**src/rtl/baud_tick_gen.sv**
```systemverilog
module baud_tick_gen #(
  parameter int DIV_W = 8
) (
  input  logic             clk,
  input  logic             rst_n,
  input  logic [DIV_W-1:0] divisor,
  input  logic             sync_mode,
  input  logic [1:0]       cke_sel,
  input  logic [15:0]      wr_data,
  input  logic             wr_en,
  output logic             base_tick,
  output logic             bit_strobe,
  output logic [15:0]      reg_rdata
);
  localparam int CW   = DIV_W + 1;
  localparam int OS_W = 4;

  logic            dbl_q, os8_q;
  logic [2:0]      cfg_q;
  logic [CW-1:0]   div_cnt;
  logic [OS_W-1:0] os_cnt;

  wire             dbl_eff = dbl_q & ~sync_mode & (cke_sel == 2'b00);
  wire [CW-1:0]    full    = CW'(divisor) + CW'(1);
  wire [CW-1:0]    half    = full >> 1;
  wire [CW-1:0]    period  = dbl_eff ? ((half == '0) ? CW'(1) : half) : full;
  wire [OS_W-1:0]  os_last = sync_mode ? OS_W'(0) : (os8_q ? OS_W'(7) : OS_W'(15));
  wire             restart = wr_en | ({sync_mode, cke_sel} != cfg_q);
  wire             div_wrap = div_cnt >= (period - CW'(1));
  wire             os_wrap  = os_cnt >= os_last;

  always_ff @(posedge clk) begin
    if (!rst_n) begin
      dbl_q      <= 1'b0;
      os8_q      <= 1'b0;
      cfg_q      <= 3'b000;
      div_cnt    <= '0;
      os_cnt     <= '0;
      base_tick  <= 1'b0;
      bit_strobe <= 1'b0;
    end else begin
      cfg_q <= {sync_mode, cke_sel};
      if (wr_en) begin
        dbl_q <= wr_data[7];
        os8_q <= wr_data[0];
      end
      if (restart) begin
        div_cnt    <= '0;
        os_cnt     <= '0;
        base_tick  <= 1'b0;
        bit_strobe <= 1'b0;
      end else if (div_wrap) begin
        div_cnt    <= '0;
        base_tick  <= 1'b1;
        bit_strobe <= os_wrap;
        os_cnt     <= os_wrap ? '0 : os_cnt + OS_W'(1);
      end else begin
        div_cnt    <= div_cnt + CW'(1);
        base_tick  <= 1'b0;
        bit_strobe <= 1'b0;
      end
    end
  end

  assign reg_rdata = {8'h00, dbl_q, 6'b000000, os8_q};

  p_write_readback_r2: assert property (@(posedge clk) disable iff (!rst_n)
    wr_en |=> (reg_rdata[7] == $past(wr_data[7])) && (reg_rdata[0] == $past(wr_data[0])));

  p_reserved_zero_r3: assert property (@(posedge clk) disable iff (!rst_n)
    wr_en |=> (reg_rdata[15:8] == 8'h00) && (reg_rdata[6:1] == 6'h00));

  p_restart_clears_r9: assert property (@(posedge clk) disable iff (!rst_n)
    (wr_en || ({sync_mode, cke_sel} != cfg_q)) |=> !base_tick && !bit_strobe);

  p_sync_every_tick_r8: assert property (@(posedge clk) disable iff (!rst_n)
    (sync_mode && !wr_en && ({sync_mode, cke_sel} == cfg_q) && div_wrap) |=> bit_strobe);

  p_strobe_on_tick_r10: assert property (@(posedge clk) disable iff (!rst_n)
    bit_strobe |-> base_tick);
endmodule

```
**config.mk**
```make
export PLATFORM = sky130hd
export DESIGN_NAME = baud_tick_gen
export DESIGN_NICKNAME = d
export VERILOG_FILES = /design/src/rtl/baud_tick_gen.sv
export SDC_FILE = /design/constraint.sdc
export NUM_CORES = 1
export LEC_CHECK = 0
export BUFFER_PORTS_ARGS = -buffer_cell sky130_fd_sc_hd__buf_2
export CAP_MARGIN = 25
export CELL_PAD_IN_SITES_DETAIL_PLACEMENT = 2
export CELL_PAD_IN_SITES_GLOBAL_PLACEMENT = 2
export CORE_MARGIN = 2
export CORE_UTILIZATION = 30
export CTS_BUF_LIST = sky130_fd_sc_hd__clkbuf_16
export DETAILED_ROUTE_END_ITERATION = 10
export GPL_ROUTABILITY_DRIVEN = 0
export GPL_TIMING_DRIVEN = 0
export PLACE_DENSITY = 0.91
export SYNTH_ARGS = -nofsm -noshare
export SYNTH_HDL_FRONTEND = slang
export SYNTH_SLANG_ARGS = --single-unit
export TNS_END_PERCENT = 20
```
**constraint.sdc**
```tcl
create_clock -name clk -period 8.85 [get_ports clk]
set_input_delay 0 -clock clk [delete_from_list [all_inputs] [get_ports clk]]
set_output_delay 0 -clock clk [all_outputs]
set_load 0.005 [all_outputs]
```
==> results of run 1 <==
-- state kept, by name, summed over array words and instances (netlist names) --
register / flops
cfg_q: 3
div_cnt: 9
base_tick: 1
dbl_q: 1
bit_strobe: 1
os_cnt: 4
os8_q: 1
-- synthesized netlist by cell type, types with 2 or more instances --
cell	count	area, um^2
nor2_1	24	90.09
nand2_1	21	78.83
dfxtp_1	20	400.4
buf_4	18	135.1
ha_1	17	212.7
xnor2_1	15	131.4
nand3_1	11	55.05
xor2_1	11	96.34
a21oi_1	10	50.05
a21o_1	6	45.04
inv_1	6	22.52
o21ai_0	6	30.03
and2_1	5	31.28
and3_1	5	31.28
mux2i_1	5	50.05
nor2b_1	4	25.02
buf_6	3	33.78
nand2b_1	3	18.77
nand4_1	3	18.77
a211o_1	2	17.52
or3_1	2	12.51
-- logic make-up (layout without fill, tap and decap cells) --
group	after synthesis	in the layout	synth area share, %
muxes	5	5	2.829
and+or+nand+nor	88	88	24.89
xor gates and xnor gates	26	26	12.87
other	1	14	0.2120
adders and majority gates	17	17	12.02
AOI/OAI and AO/OA	36	36	13.51
DFF	20	20	22.63
buffers and inverters	28	51	11.03
-- power by group through the flow --
| stage | Sequential (mW) | Clock, mW | Combinational, mW |
|---|---|---|---|
| CTS | 0.0925 | 0.130 | 0.0538 |
| floorplan | 0.0942 | 0 | 0.0373 |
| finish | 0.0926 | 0.128 | 0.0541 |
| global placement | 0.0944 | 0 | 0.0489 |
| global route | 0.0927 | 0.132 | 0.0607 |
| detailed placement | 0.0945 | 0 | 0.0521 |
-- what timing repair did --
item                      CTS  global route
hold buffers                2             0
setup buffers               0             0
hold endpoints to repair    2             0
-- critical path, cell delays in order --
cell	delay [ns]
dlygate4sd3_1	0.54
buf_2	0.15
nor2_1	0.15
nand3_1	0.17
buf_4	0.21
a211o_1	0.22
nand2_1	0.10
ha_1	0.19
nand2_1	0.11
a2111oi_0	0.73
xnor2_1	0.15
o21ai_1	0.26
ha_1	0.31
a21o_1	0.17
a221oi_1	0.29
o21ai_0	0.17
a21oi_1	0.56
nand2b_1	0.11
clkbuf_1	0.24
nor2_1	0.15
-- layer usage --
| layer | track usage [%] | part of all wire [%] |
|---|---|---|
| met3 | 2.111 | 2.8 |
| met4 | 6.102 | 2.6 |
| met1 | 20.22 | 42 |
| met5 | 0 | 0 |
| met2 | 32.17 | 52 |
-- stage by stage --
| stage | util [%] | setup WS (ns) | instances |
|---|---|---|---|
| floorplan | - | 5.211 | 234 |
| global route | 37.77 | 3.588 | 329 |
| finish | 37.77 | 4.041 | 329 |
| detailed placement | 35.54 | 4.154 | 323 |
| global placement | 35.54 | 4.394 | 323 |
| CTS | 37.77 | 4.112 | 329 |
-- final timing paths --
path / startpoint / endpoint / cells after the start
setup / recovery: cke_sel[0] / div_cnt[4] / 20
hold / removal: wr_data[7] / dbl_q / 3
setup reg to reg: dbl_q / div_cnt[4] / 17
hold reg to reg: os_cnt[3] / os_cnt[3] / 2
-- area by class of cell --
| class | count | area [um^2] |
|---|---|---|
| fillers | 684 | 3490 |
| clock buffers | 3 | 75.07 |
| multi-input cells | 186 | 1222 |
| flip-flops and latches | 20 | 400.4 |
| well taps | 72 | 90.09 |
| repair buffers | 19 | 105.1 |
| plain buffers | 22 | 172.7 |
| inverters | 6 | 22.52 |
| clock inverters | 1 | 30.03 |
==> run metrics, run 1 <==
Syn Area/Cell=8.005 um^2; most frequent cells in the layout=24 x nor2_1, 21 x nand2_1, 20 x dfxtp_1; sequential power share=33.7%; IO Port Bufs=17; diode count=0; relative slew slack=46.62%; clock-pin slew on the worst setup and hold paths=0.06 ns; Ys Warns=0; core area=0.005608 mm^2; post-route antenna net violation count=0; Final #Nets=305; Post-synth EDFFs=0; number of global-route vias before repair=1773; asr flop ratio synth=0%; all-layer global routing usage=17.25%; Cell Int Power=206.0 uW; synthesized instance count=221; Slew @ Worst Pin=0.7805 ns; reg-to-reg slack, setup=4.26 ns; First DRT Iteration DRCs=35; register area share after synthesis=22.63%; CTS tree=yes; crit path DAT=5.00 ns; maximum VDD drop=0.08952 mV; CTS Buf Count=3; IO Count=48; Skew-Pair Late Insertion Delay=0.26 ns; Initial Util=31.55%; first-pass GRT wire length=8652 um; sw frac=25.02%; initial antenna violation count=0; Max Fclk=0.2080 GHz; Rows=27; clock power share=46.6%; Comb pwr share=19.7%; Layout Area Growth over Synthesis=19.73%; post-route cell area=0.002118 mm^2; final hold slack=0.01791 ns; maxcap violations=0; routed via count=1653; unrepaired setup endpoints after global routing=no; layout cell share with drive strength beyond 1=18.29%; clk buf depth=2; max-slew violations=0; largest net degree at the start of global routing=13; final worst path period share=54.34%; Post-CTS Resized=0; Synth Flop Type=dfxtp_1; # setup viols final=0; Tmin final=4.809 ns; CP endpoint kind=flip-flop; die extent in x=80.80 um; Hold Path Class=in2reg; placed cell area=0.001993 mm^2; Worst Path Max Fanout=10; P per Cell Area=129.7 mW/mm^2; Setup TNS Final=0 ns; Leak=0.9667 nW; CP Launch Type=input port; total power=274.8 uW; DR DRC count=0; first drt pass iteration count=4; WL final=5126 um; Yosys reg bits=20; unique cell type count in the Yosys netlist=45; most common cell after layout, fill and taps aside=nor2_1; Mapped Area=0.001769 mm^2; final hold violation count=0; Die Y=80.80 um; CP required=9.04 ns; Die Footprint=0.006528 mm^2; Remaining Overflow, GRT=0; skew final=0.0007787 ns; critical path class=in2reg; WL per Instance=15.58 um; clock root cell=clkbuf_16; net switching power=68.75 uW; clk sinks=20; run status=finished clean; DPL Wire Length=3729 um; Via density=5.024; CTS H-tree depth=1
(Power assumes the default switching activity.)
==> inputs of run 2 (changes only) <==
Settings changed: CORE_UTILIZATION 30 to 27, PLACE_DENSITY 0.91 to 0.87.
Clock period 8.85 ns to 4.1 ns, I/O delays scaled along.
==> run 2 against run 1 <==
- clock power rose by 120%
- register-to-register slack worse by 4.0 ns
- global-route usage down 1.8 points
- combinational power grew 130%
- sequential power increased by 120%
- flip-flop and latch count unchanged
- die area up 11%
- via count is 0.18% lower
- critical path type unchanged
==> run metrics, run 2 (same netlist as run 1, synthesis figures left out) <==
run status=finished clean; CTS tree=yes; Die Footprint=0.007217 mm^2; CP endpoint kind=flip-flop; CTS H-tree depth=1; DR DRC count=0; skew final=0.002757 ns; Buffers & Inverters on Critical Path=3; reg2reg end=os_cnt[3]; maxcap violations=0; crit path DAT=4.06 ns; Setup TNS Final=0 ns; Worst Path Max Fanout=8; Inst Count DP=328; reg-to-reg slack, setup=0.25 ns; Rows=29; most frequent cells in the layout=24 x nor2_1, 20 x buf_4, 20 x dfxtp_1; Layout Area Growth over Synthesis=24.89%; post-route antenna net violation count=0; critical path class=in2reg; reg2reg start=dbl_q; Largest register FFs=9; Slew @ Worst Pin=0.9747 ns; WL per Instance=16.08 um; core area=0.006350 mm^2; Top reg by flops=div_cnt; initial antenna violation count=0; all-layer global routing usage=15.43%; Hold Path Class=in2reg; layout cell share with drive strength beyond 1=22.78%; relative slew slack=34.56%; First DRT Iteration DRCs=20; FF-to-FF path depth=17; clock-pin slew on the worst setup and hold paths=0.06 ns; CP Launch Point=divisor[0]; Fillers=748; total power=606.4 uW; P per Cell Area=274.4 mW/mm^2; CP required=4.30 ns; clock root cell=clkbuf_16; CTS Buf Count=3; first-pass GRT wire length=8756 um; DPL Wire Length=3891 um; Tmin final=3.860 ns; first drt pass iteration count=4; Die Y=84.95 um; pre-CTS setup slack=-0.7384 ns; Slowest cell on crit path=or4_1; clk sinks=20; Crit path depth=22; Via density=4.911; Initial Util=27.86%; Max Fclk=0.2590 GHz; diode count=0; final core utilization=34.80%; die extent in x=84.95 um; routed via count=1650; largest net degree at the start of global routing=13; most common cell after layout, fill and taps aside=nor2_1; Skew-Pair Late Insertion Delay=0.27 ns; Final #Nets=307; IO Port Bufs=17; Leak=0.9821 nW; IO Count=48; Regs by FF count=div_cnt: 9 flops, os_cnt: 4 flops, cfg_q: 3 flops; # setup viols final=0; number of global-route vias before repair=1755; Remaining Overflow, GRT=0; critical-path cell list=buf_2 > ha_1 > buf_6 > nor2b_1 > a21oi_1 > o32ai_1 > and3_1 > a211o_1 > nand2_2 > ha_2 > nand2_2 > a2111oi_4 > xnor2_1 > o21ai_1 > ha_1 > and3_4 > nand3_1 > o21ai_2 > a21oi_4 > buf_4 > or4_1 > a21oi_1; clk buf depth=2; maximum VDD drop=0.1508 mV; max-slew violations=0; worst stage delay on the critical path=0.50 ns; final worst path period share=94.15%; final hold violation count=0; crit path capture=os_cnt[3]; post-route insts no fill=336; worst setup margin=0.2397 ns; CP top delay family=compound AO/OA/AOI/OAI gates; CP Launch Type=input port; WL final=5404 um
## run 2: changes by cell type in the layout (fill, tap and decap cells not counted), sizes merged
cell,delta
buf,+2
## run 2: worst register-to-register path: stages (launching register included)
cell	delay, ns
dfxtp_1	0.42
nand3_2	0.15
buf_4	0.21
a211o_1	0.26
nand2_2	0.11
ha_2	0.21
nand2_2	0.11
a2111oi_4	0.35
xnor2_1	0.16
o21ai_1	0.08
ha_1	0.30
and3_4	0.20
nand3_1	0.09
o21ai_2	0.21
a21oi_4	0.10
buf_4	0.16
or4_1	0.50
a21oi_1	0.14
## run 2: repair_timing
item,4_1_cts,5_1_grt
hold buffers,2,0
gates resized for setup,8,7
endpoints found under the setup margin,15,14
pin swaps,1,2
hold endpoints to repair,2,0
buffers inserted,2,0
## run 2: worst min path at each step
| stage | startpoint | endpoint | slack [ns] | cells past startpoint |
|---|---|---|---|---|
| floorplan | cke_sel[0] | cfg_q[0] | 0.12 | 1 |
| CTS | rst_n | cfg_q[0] | 0.02 | 2 |
| detailed placement | cke_sel[0] | cfg_q[0] | 0.27 | 2 |
| global placement | cke_sel[1] | cfg_q[1] | 0.25 | 2 |
| global route | rst_n | cfg_q[0] | 0.04 | 2 |
| finish | rst_n | cfg_q[0] | 0.02 | 2 |
## run 2: final cells by class
cell class	instances	area, um^2	share of cell area (%)
clock buffers	3	75.07	3.398
well taps	77	96.34	4.360
multi-input cells	186	1291	58.44
repair buffers	21	120.1	5.436
clock inverters	1	30.03	1.359
inverters	6	22.52	1.019
flip-flops and latches	20	400.4	18.12
plain buffers	22	173.9	7.871
## run 2: stage by stage
step	cell area, um^2	hold WS [ns]
3_5_place_dp	1999	0.2671
2_1_floorplan	1818	0.1217
6_report	2210	0.02336
4_1_cts	2173	0.01673
3_3_place_gp	1999	0.2491
5_1_grt	2210	0.03695
## run 2: routing by layer
layer | GRT usage (%) | share of wire (%) | vias up
met5 | 0 | 0 | -
met4 | 5.628 | 2.6 | 0
met3 | 2.237 | 2.9 | 9
met2 | 30.18 | 54 | 27
met1 | 16.49 | 40 | 805
li1 | - | - | 809
## run 2: where the power goes
part	leakage [nW]	internal (mW)	total [mW]	switching, mW
sequential	0.162	0.197	0.200	0.00255
clock	0.0511	0.194	0.280	0.0857
combinational	0.769	0.0560	0.126	0.0705
